File: config.mk
export PLATFORM = sky130hd
export DESIGN_NAME = vpage_tlb
export DESIGN_NICKNAME = d
export VERILOG_FILES = /design/src/rtl/vpt_pkg.sv /design/src/rtl/vpt_entry_store.sv /design/src/rtl/vpt_match.sv /design/src/rtl/vpt_prio_sel.sv /design/src/rtl/vpt_perm_chk.sv /design/src/rtl/vpage_tlb.sv
export SDC_FILE = /design/constraint.sdc
export NUM_CORES = 1
export LEC_CHECK = 0
export CAP_MARGIN = 15
export CORE_MARGIN = 1.5
export CORE_UTILIZATION = 54
export DETAILED_ROUTE_END_ITERATION = 16
export HOLD_SLACK_MARGIN = 0.06
export PLACE_DENSITY = 0.76
export RECOVER_POWER = 25
export SYNTH_ARGS = -nofsm -noshare
export SYNTH_HDL_FRONTEND = slang
export SYNTH_SLANG_ARGS = --single-unit
File: constraint.sdc
create_clock -name clk -period 8.3 [get_ports clk]
set_clock_uncertainty 0.05 [all_clocks]
set_input_delay 2.49 -clock clk [delete_from_list [all_inputs] [get_ports clk]]
set_output_delay 2.49 -clock clk [all_outputs]
set_load 0.05 [all_outputs]
File: src/rtl/vpt_pkg.sv
// Shared constants, entry type and page-mask helper for the variable-page
// translation buffer. Assumes 32-bit addresses and a 1 KB minimum page.
package vpt_pkg;
    localparam int EA_W     = 32;
    localparam int OFS_MIN  = 10;
    localparam int PN_W     = EA_W - OFS_MIN;
    localparam int SIZE_W   = 4;
    localparam int MAX_SIZE = 10;
    localparam int PERM_W   = 6;
    localparam int ATTR_W   = 9;

    typedef enum logic [1:0] {
        ACC_READ  = 2'b00,
        ACC_WRITE = 2'b01,
        ACC_EXEC  = 2'b10,
        ACC_EXEC2 = 2'b11
    } acc_kind_e;

    typedef struct packed {
        logic              valid;
        logic [SIZE_W-1:0] size;
        logic [PN_W-1:0]   epn;
        logic [PN_W-1:0]   rpn;
        logic [PERM_W-1:0] perm;
        logic [ATTR_W-1:0] attr;
    } tlb_entry_t;

    // Page-number bits that take part in the compare for a given size code.
    function automatic logic [PN_W-1:0] page_mask(input logic [SIZE_W-1:0] size);
        logic [PN_W-1:0] m;
        m = '1;
        for (int b = 0; b < PN_W; b++) begin
            if (b < 2 * int'(size)) m[b] = 1'b0;
        end
        return m;
    endfunction
endpackage

File: src/rtl/vpt_entry_store.sv
// Entry storage: one register per entry, written whole through one port.
// Assumes wr_idx is below ENTRIES; reset clears every entry (valid included).
module vpt_entry_store
    import vpt_pkg::*;
#(
    parameter int ENTRIES = 8,
    localparam int IDX_W  = $clog2(ENTRIES)
) (
    input  logic             clk,
    input  logic             rst_n,
    input  logic             wr_en,
    input  logic [IDX_W-1:0] wr_idx,
    input  tlb_entry_t       wr_data,
    output tlb_entry_t       table_q [ENTRIES]
);
    for (genvar e = 0; e < ENTRIES; e++) begin : g_ent
        // Load entry e when it is addressed; clear it on reset.
        always_ff @(posedge clk) begin
            if (!rst_n) begin
                table_q[e] <= '0;
            end else if (wr_en && wr_idx == IDX_W'(e)) begin
                table_q[e] <= wr_data;
            end
        end
    end
endmodule

File: src/rtl/vpt_match.sv
// Parallel compare of one effective address against all entries.
// Each entry compares only the page-number bits its size code keeps;
// invalid entries and reserved size codes never match.
module vpt_match
    import vpt_pkg::*;
#(
    parameter int ENTRIES = 8
) (
    input  tlb_entry_t           table_q [ENTRIES],
    input  logic [EA_W-1:0]      ea,
    output logic [ENTRIES-1:0]   match_vec
);
    for (genvar e = 0; e < ENTRIES; e++) begin : g_cmp
        logic [PN_W-1:0] keep;
        logic            size_ok;
        // Compare the kept page-number bits of entry e.
        always_comb begin
            keep         = page_mask(table_q[e].size);
            size_ok      = (int'(table_q[e].size) <= MAX_SIZE);
            match_vec[e] = table_q[e].valid && size_ok &&
                           (((ea[EA_W-1:OFS_MIN] ^ table_q[e].epn) & keep) == '0);
        end
    end
endmodule

File: src/rtl/vpt_prio_sel.sv
// Lowest-index priority pick over the match vector, with a flag for
// more than one match. Assumes ENTRIES >= 2.
module vpt_prio_sel #(
    parameter int ENTRIES = 8,
    localparam int IDX_W  = $clog2(ENTRIES)
) (
    input  logic [ENTRIES-1:0] match_vec,
    output logic               any,
    output logic               multi,
    output logic [IDX_W-1:0]   sel_idx
);
    // Scan from the top so the lowest matching index wins; count matches.
    always_comb begin
        int cnt;
        cnt     = 0;
        sel_idx = '0;
        for (int e = ENTRIES - 1; e >= 0; e--) begin
            if (match_vec[e]) begin
                sel_idx = IDX_W'(e);
                cnt     = cnt + 1;
            end
        end
        any   = (cnt != 0);
        multi = (cnt > 1);
    end
endmodule

File: src/rtl/vpt_perm_chk.sv
// Permission check for one access: picks the supervisor or user group of
// three bits (read, write, execute) and the bit for the access kind.
module vpt_perm_chk
    import vpt_pkg::*;
(
    input  logic [PERM_W-1:0] perm,
    input  logic              user,
    input  acc_kind_e         kind,
    output logic              allow,
    output logic              is_exec
);
    // Select the permission bit for mode and access kind.
    always_comb begin
        logic [2:0] grp;
        grp     = user ? perm[5:3] : perm[2:0];
        is_exec = (kind == ACC_EXEC) || (kind == ACC_EXEC2);
        unique case (kind)
            ACC_READ:  allow = grp[0];
            ACC_WRITE: allow = grp[1];
            default:   allow = grp[2];
        endcase
    end
endmodule

File: src/rtl/vpage_tlb.sv
// Variable-page translation buffer top: entry store, parallel match,
// priority pick, real-address merge, permission check, and one register
// stage on the result. Assumes a lookup is a single-cycle request.
module vpage_tlb
    import vpt_pkg::*;
#(
    parameter int ENTRIES = 8,
    localparam int IDX_W  = $clog2(ENTRIES)
) (
    input  logic              clk,
    input  logic              rst_n,
    input  logic              wr_en,
    input  logic [IDX_W-1:0]  wr_idx,
    input  logic              wr_valid,
    input  logic [3:0]        wr_size,
    input  logic [21:0]       wr_epn,
    input  logic [21:0]       wr_rpn,
    input  logic [5:0]        wr_perm,
    input  logic [8:0]        wr_attr,
    input  logic              lk_req,
    input  logic [31:0]       lk_ea,
    input  logic              lk_user,
    input  logic [1:0]        lk_kind,
    output logic              res_valid,
    output logic              res_hit,
    output logic              res_miss,
    output logic              res_multi,
    output logic [31:0]       res_ra,
    output logic [8:0]        res_attr,
    output logic              res_fault,
    output logic              res_isi,
    output logic              res_dsi
);
    tlb_entry_t          wr_data;
    tlb_entry_t          table_q [ENTRIES];
    tlb_entry_t          sel_e;
    logic [ENTRIES-1:0]  match_vec;
    logic                any_hit, multi_hit, allow, is_exec;
    logic [IDX_W-1:0]    sel_idx;
    logic [PN_W-1:0]     keep;
    logic [EA_W-1:0]     ra_c;

    // Pack the write port fields into one entry.
    always_comb begin
        wr_data = '{valid: wr_valid, size: wr_size, epn: wr_epn,
                    rpn: wr_rpn, perm: wr_perm, attr: wr_attr};
    end

    vpt_entry_store #(.ENTRIES(ENTRIES)) i_store (
        .clk(clk), .rst_n(rst_n), .wr_en(wr_en), .wr_idx(wr_idx),
        .wr_data(wr_data), .table_q(table_q)
    );

    vpt_match #(.ENTRIES(ENTRIES)) i_match (
        .table_q(table_q), .ea(lk_ea), .match_vec(match_vec)
    );

    vpt_prio_sel #(.ENTRIES(ENTRIES)) i_prio (
        .match_vec(match_vec), .any(any_hit), .multi(multi_hit), .sel_idx(sel_idx)
    );

    // Merge the selected real page number with the in-page offset.
    always_comb begin
        sel_e = table_q[sel_idx];
        keep  = page_mask(sel_e.size);
        ra_c  = {(sel_e.rpn & keep) | (lk_ea[EA_W-1:OFS_MIN] & ~keep),
                 lk_ea[OFS_MIN-1:0]};
    end

    vpt_perm_chk i_perm (
        .perm(sel_e.perm), .user(lk_user), .kind(acc_kind_e'(lk_kind)),
        .allow(allow), .is_exec(is_exec)
    );

    // Register the lookup outcome; everything is zero without a request.
    always_ff @(posedge clk) begin
        if (!rst_n) begin
            res_valid <= 1'b0;
            res_hit   <= 1'b0;
            res_miss  <= 1'b0;
            res_multi <= 1'b0;
            res_ra    <= '0;
            res_attr  <= '0;
            res_fault <= 1'b0;
            res_isi   <= 1'b0;
            res_dsi   <= 1'b0;
        end else begin
            res_valid <= lk_req;
            res_hit   <= lk_req && any_hit;
            res_miss  <= lk_req && !any_hit;
            res_multi <= lk_req && multi_hit;
            res_ra    <= (lk_req && any_hit) ? ra_c : '0;
            res_attr  <= (lk_req && any_hit) ? sel_e.attr : '0;
            res_fault <= lk_req && any_hit && !allow;
            res_isi   <= lk_req && any_hit && !allow && is_exec;
            res_dsi   <= lk_req && any_hit && !allow && !is_exec;
        end
    end


    miss_no_fault_chk: assert property (@(posedge clk) disable iff (!rst_n)
        res_miss |-> (!res_fault && !res_hit));

    fault_one_type_chk: assert property (@(posedge clk) disable iff (!rst_n)
        res_fault |-> (res_isi ^ res_dsi));

    offset_kept_chk: assert property (@(posedge clk) disable iff (!rst_n)
        lk_req |=> (!res_hit || res_ra[9:0] == $past(lk_ea[9:0])));

    multi_needs_hit_chk: assert property (@(posedge clk) disable iff (!rst_n)
        res_multi |-> res_hit);

    result_latency_chk: assert property (@(posedge clk) disable iff (!rst_n)
        lk_req |=> res_valid);

    idle_quiet_chk: assert property (@(posedge clk) disable iff (!rst_n)
        !lk_req |=> (!res_valid && !res_hit && !res_miss && !res_fault));
endmodule

==> results.yml, run 1 <==
power:
  p_leak_nw: 11.0
  vdd.ir_drop.worst_mv: 0.181
  power_mw: 5.91
  p_per_area_nw_per_um2: 187
floorplan:
  die_height_um: 228
  placementRows: 82
  die_w_um: 228
  die_area_um2: 51800
  core-area_um2: 50000
  start_util_pct: 54.5
  ioPinCount: 154
timing:
  slew_headroom_pct: -121
  fin_crit_ns: 8.03
  setup_viol: 0
  tightest_slew_ns: 3.32
  maxSlewViolCount: 516
  fmaxAchievable_mhz: 124
  fin_ws_ns: 0.266
  setup-tns-final_ns: 0
  fin_hold_ws_ns: 0.415
  hold_viol_final: 0
  rsz0062_at_grt: "false"
  timing.final.crit_share_pct: 96.8
cells_and_area:
  finalNonFillerCells: 4200
  fin_area_um2: 31500
  fin_util_pct: 63.1
  nets: 3592
  areaGrowthSynthToFinish_pct: 15.8
  nFillCells: 4242
  drive_gt1_share_pct: 8.63
critical_path:
  crit-reg2reg-launch: "i_store.table_q[126]$_SDFFE_PN0P_"
  start_kind: "primary input"
  slowest_stage: "clkdlybuf4s50_1"
  worst-setup-path-type: "in2reg"
  critical-path-max-stage-delay_ns: 0.44
  critPathLaunch: "lk_ea[16]"
  required_ns: 8.76
  critPathMostFrequentCell: "ha_1"
  crit_arrival_ns: 8.50
  critical_path.max_fanout: 22
  crit_path_end_kind: "register"
yosys:
  synth-seq-cells: 560
  synth_cell_types: 83
  ys_seq_area_share_pct: 41.2
  synthesis.area_um2: 27200
  synth_edf_count: 0
  ys.flop_type: "dfxtp_1"
  synth-async-reset-ratio_pct: 0
  syn_inst: 3445
  syn_avg_cell_area_um2: 7.91
  ys_warn_count: 0
  synth_fp_nets: 3557
detailed_routing:
  avgViaCountPerCell: 5.94
  drt_wl_total_um: 92800
  drt_iter0_markers: 2691
  via_count: 25000
  drc_errors: 0
  firstDrtPassIters: 5
  drtAntennaViolNets: 0
  avgRoutedWirePerCell_um: 22.1
global_routing:
  antenna_found_initial: 6
  grt_max_degree: 325
  grt_pass1_vias: 23700
  overflow: 0
  track_usage_pct: 35.3
  grt_pass1_wl_um: 139000
clock_tree:
  htree_levels: 2
  clock_path_buffers: 3
  clockRootBuffer: "clkbuf_16"
  clock-sinks: 560
  clkTransAtPathRegs_ns: 0.06
  cts_tree: "yes"
  cts-buffers-inserted: 57
  insertion_delay_ns: 0.64
outcome:
  violations: "capacitance limit, slew limit"
  status: "finished with violations"
placement:
  pre_cts_slack_ns: -0.523
  placed_area_um2: 29500
  place_congestion: 0.949
  dp.cells: 4089
  dp_hpwl_um: 56800
  port_buffers: 153
hold_path:
  worst_hold_path_type: "reg2reg"
  worstHoldStart: "i_store.table_q[268]$_SDFFE_PN0P_"
run:
  max_cap_violations: 2
==> worst max-delay path: cells and delay by family <==
kind	cells	cell delay [ns]
AO/OA/AOI/OAI	8	1.82
adder cells (fa/ha/maj)	5	1.31
multiplexers	1	0.28
AND/OR/NAND/NOR	10	1.18
buffers and inverters	6	1.10
XOR/XNOR	2	0.29
==> final timing paths <==
path | endpoint | slack, ns | cells past startpoint
max reg2reg | res_dsi$_SDFF_PN0_ | 1.86 | 31
min reg2reg | i_store.table_q[268]$_SDFFE_PN0P_ | 0.42 | 2
min | i_store.table_q[268]$_SDFFE_PN0P_ | 0.42 | 2
max | res_dsi$_SDFF_PN0_ | 0.27 | 32
==> report_power, final <==
group / internal (mW) / switching [mW]
registers: 2.74 / 0.0412
logic: 0.201 / 0.277
clock network: 1.55 / 1.10
total: 4.49 / 1.42
==> metal layers <==
layer	up-vias	track usage [%]	routed length, um
li1	11500	-	-
met1	11900	45.8	37400
met2	1256	56.3	41800
met3	273	6.58	9050
met4	4	17.9	4560
met5	-	0	25
==> kinds of logic (layout without fill, tap and decap cells) <==
group / after synthesis / after routing / share of synthesized area, %
simple gates: 1498 / 1498 / 22.1
flops: 560 / 560 / 41.2
mux: 92 / 92 / 3.90
compound gates: 754 / 754 / 20.7
buf+inv: 347 / 425 / 5.55
other cells: 0 / 5 / 0
fa+ha+maj: 7 / 7 / 0.312
xor+xnor: 187 / 187 / 6.24
==> area by class of cell <==
type                            instances  area, um^2  share of cell area, %
Antenna cell                            5        12.5                 0.0397
Timing Repair Buffer                  293        2690                   8.52
Tap cell                              672         841                   2.67
Sequential cell                       560       11200                   35.5
Clock buffer                           84        1640                   5.19
Clock inverter                         18         260                  0.825
Multi-Input combinational cell       2538       14800                   46.9
Inverter                               30         113                  0.357
==> synth_stat cells, types with 4 or more instances <==
| master | instances | share of area [%] |
|---|---|---|
| inv_1 | 29 | 0.40 |
| o21bai_1 | 8 | 0.22 |
| and3_1 | 33 | 0.76 |
| xnor2_1 | 121 | 3.9 |
| clkbuf_2 | 64 | 1.2 |
| buf_1 | 12 | 0.17 |
| nand4_1 | 29 | 0.67 |
| a22oi_1 | 7 | 0.19 |
| a41oi_1 | 7 | 0.23 |
| mux2_2 | 12 | 0.50 |
| a31oi_1 | 29 | 0.67 |
| nor4_1 | 7 | 0.16 |
| nor2b_1 | 5 | 0.11 |
| buf_2 | 40 | 0.73 |
| nand2_1 | 1242 | 17 |
| buf_4 | 7 | 0.19 |
| clkbuf_1 | 187 | 2.6 |
| xor2_1 | 61 | 2.0 |
| ha_1 | 6 | 0.28 |
| nand2b_1 | 6 | 0.14 |
| o211ai_1 | 7 | 0.19 |
| o31ai_1 | 6 | 0.17 |
| a21oi_1 | 33 | 0.61 |
| o22ai_1 | 4 | 0.092 |
| a21boi_0 | 515 | 14 |
| buf_6 | 7 | 0.29 |
| mux4_2 | 10 | 0.83 |
| nand3_1 | 58 | 1.1 |
| and2_1 | 6 | 0.14 |
| nor3_1 | 27 | 0.50 |
| mux2i_1 | 70 | 2.6 |
| a211oi_1 | 21 | 0.58 |
| a21o_1 | 4 | 0.11 |
| a32oi_1 | 5 | 0.16 |
| nor2_1 | 68 | 0.94 |
| o31a_1 | 4 | 0.13 |
| dfxtp_1 | 560 | 41 |
| or3_1 | 5 | 0.11 |
| o21ai_0 | 29 | 0.53 |
| a311oi_1 | 29 | 0.93 |
==> timing repair <==
action,4_1_cts,5_1_grt
setup buffers,0,3
resized for setup,0,25
hold buffers,0,0
endpoints found under the hold margin,0,0
endpoints found under the setup margin,0,47
==> flip-flops by register name, summed over array words and instances (netlist names) <==
register,count
i_store.table_q,512
res_ra,32
res_attr,9
res_dsi,1
res_fault,1
res_hit,1
res_isi,1
res_miss,1
res_multi,1
res_valid,1
==> cells in the final DEF (no fill, tap or decap), types with 31 or more instances in the layout <==
cell             instances
clkdlybuf4s50_1         97
nand3_1                 54
xnor2_1                116
xor2_1                  61
and3_1                  32
buf_4                  133
clkbuf_16               58
nand2_1               1238
dfxtp_1                560
dlygate4sd3_1           46
mux2i_1                 70
a21boi_0               515
nor2_1                  62
a21oi_1                 31
Power figures use the tool's default switching activity.
==> run 2: changes to the inputs <==
--- a/config.mk
+++ b/config.mk
@@ -11,7 +11,6 @@
 export DETAILED_ROUTE_END_ITERATION = 16
 export HOLD_SLACK_MARGIN = 0.06
 export PLACE_DENSITY = 0.76
-export RECOVER_POWER = 25
 export SYNTH_ARGS = -nofsm -noshare
 export SYNTH_HDL_FRONTEND = slang
 export SYNTH_SLANG_ARGS = --single-unit
==> run 2 against run 1 <==
- critical path depth unchanged
- sequential share of layout area is essentially flat
- cell area is essentially flat
- register-to-register slack barely moved
- highest routed layer unchanged
- wire length about the same
- largest power group unchanged
- the flow now finishes without violations
- largest cell class unchanged
- critical path type unchanged
==> results.yml, run 2 (synthesis results as in run 1) <==
critical_path:
  required_ns: 8.75
  crit_buf_inv: 6
  crit_path_end_kind: "register"
  critical_path.max_fanout: 11
  critical-path-max-stage-delay_ns: 0.44
  start_kind: "primary input"
  cp_top_family: "compound AO/OA/AOI/OAI gates"
  worst-setup-path-type: "in2reg"
  critPathMostFrequentCell: "ha_1"
  crit_arrival_ns: 8.49
  slowest_stage: "clkdlybuf4s50_1"
global_routing:
  grt.busiest_layer: "met2"
  grt_pass1_vias: 23700
  gr-usage-met1_pct: 45.8
  grt_max_degree: 325
  met2_usage_pct: 56.3
  overflow: 0
  met3_usage_pct: 6.58
  grt_pass1_wl_um: 139000
  track_usage_pct: 35.3
  antenna_found_initial: 5
clock_tree:
  cts_tree: "yes"
  clkTransAtPathRegs_ns: 0.06
  clockRootBuffer: "clkbuf_16"
  cts-buffers-inserted: 57
  clock_path_buffers: 3
  clock-sinks: 560
  holdBufCountCts: 0
  insertion_delay_ns: 0.64
  htree_levels: 2
cells_and_area:
  fin_util_pct: 63.2
  ff_latch_area_um2: 11200
  nFillCells: 4239
  largest_reg_flops: 512
  final_common_cell: "nand2_1"
  regMostFlops: "i_store.table_q"
  most-common-layout-cells: "nand2_1 (1238), dfxtp_1 (560), a21boi_0 (515), clkdlybuf4s50_1 (143), buf_4 (133)"
  largestRegisters: "i_store.table_q (512), res_ra (32), res_attr (9)"
  areaGrowthSynthToFinish_pct: 15.9
  drive_gt1_share_pct: 8.63
  multi_input_area_um2: 14800
  nets: 3592
detailed_routing:
  drc_errors: 0
  drt_wl_total_um: 92800
  drtAntennaViolNets: 0
  avgViaCountPerCell: 5.93
  firstDrtPassIters: 6
  avgRoutedWirePerCell_um: 22.1
  drt_iter0_markers: 2679
  via_count: 24900
placement:
  port_buffers: 153
  pre_cts_slack_ns: -0.523
  place_congestion: 0.949
  dp_hpwl_um: 56800
hold_path:
  worst_hold_path_type: "reg2reg"
timing:
  hold_viol_final: 0
  rsz0062_at_grt: "false"
  fmaxAchievable_mhz: 124
  tightest_slew_ns: 1.36
  slew_headroom_pct: 9.26
  fin_ws_ns: 0.257
  fin_crit_ns: 8.04
  fin_hold_ws_ns: 0.416
  setup-tns-final_ns: 0
  timing.final.crit_share_pct: 96.9
  maxSlewViolCount: 0
  setup_viol: 0
floorplan:
  die_height_um: 228
  die_w_um: 228
  die_area_um2: 51800
  placementRows: 82
  start_util_pct: 54.5
  ioPinCount: 154
  core-area_um2: 50000
power:
  power_mw: 5.90
  p_leak_nw: 10.8
  vdd.ir_drop.worst_mv: 0.181
  p_per_area_nw_per_um2: 187
outcome:
  status: "completed"
run:
  max_cap_violations: 0
run 2: path summary, 6_finish.rpt:
path,startpoint,endpoint,slack (ns),cells past startpoint
worst max-delay path,lk_ea[16],res_ra[25]$_SDFF_PN0_,0.26,32
worst min-delay path,i_store.table_q[475]$_SDFFE_PN0P_,i_store.table_q[475]$_SDFFE_PN0P_,0.42,2
worst max register to register,i_store.table_q[126]$_SDFFE_PN0P_,res_ra[25]$_SDFF_PN0_,1.87,31
worst min register to register,i_store.table_q[475]$_SDFFE_PN0P_,i_store.table_q[475]$_SDFFE_PN0P_,0.42,2
run 2: metal layers:
metal	wire length, um	part of all wire (%)	vias to the layer above
met4	4610	5.0	2
met2	41800	45	1257
li1	-	-	11500
met5	11	0.012	-
met3	8800	9.5	284
met1	37600	41	11900
run 2: power by group:
part	leakage, nW	total (mW)	switching [mW]	internal [mW]
combinational	5.36	0.470	0.278	0.192
sequential	4.53	2.78	0.0412	2.74
clock	0.926	2.65	1.10	1.55
run 2: cell type report:
| type | instances | share of cell area (%) |
|---|---|---|
| diodes | 5 | 0.0396 |
| clock buffers | 84 | 5.19 |
| clock inverters | 18 | 0.824 |
| inverters | 30 | 0.357 |
| multi-input cells | 2538 | 46.8 |
| flip-flops and latches | 560 | 35.5 |
| well taps | 672 | 2.66 |
| repair buffers | 293 | 8.59 |
run 2: stage by stage:
step / instance area (um^2) / instances
final: 31600 / 4200
after floorplan: 27200 / 3445
after global placement: 29500 / 4089
after global routing: 31600 / 4199
after CTS: 31400 / 4191
after detailed placement: 29500 / 4089
run 2: tightest hold or removal path: stages, from the launching register on:
cell and delay, ns:
dfxtp_1 0.31, nand2_1 0.05, a21boi_0 0.06
run 2: what timing repair did:
| item | CTS | global route |
|---|---|---|
| setup buffers | 0 | 3 |
| endpoints found under the setup margin | 0 | 47 |
| resized for setup | 0 | 25 |
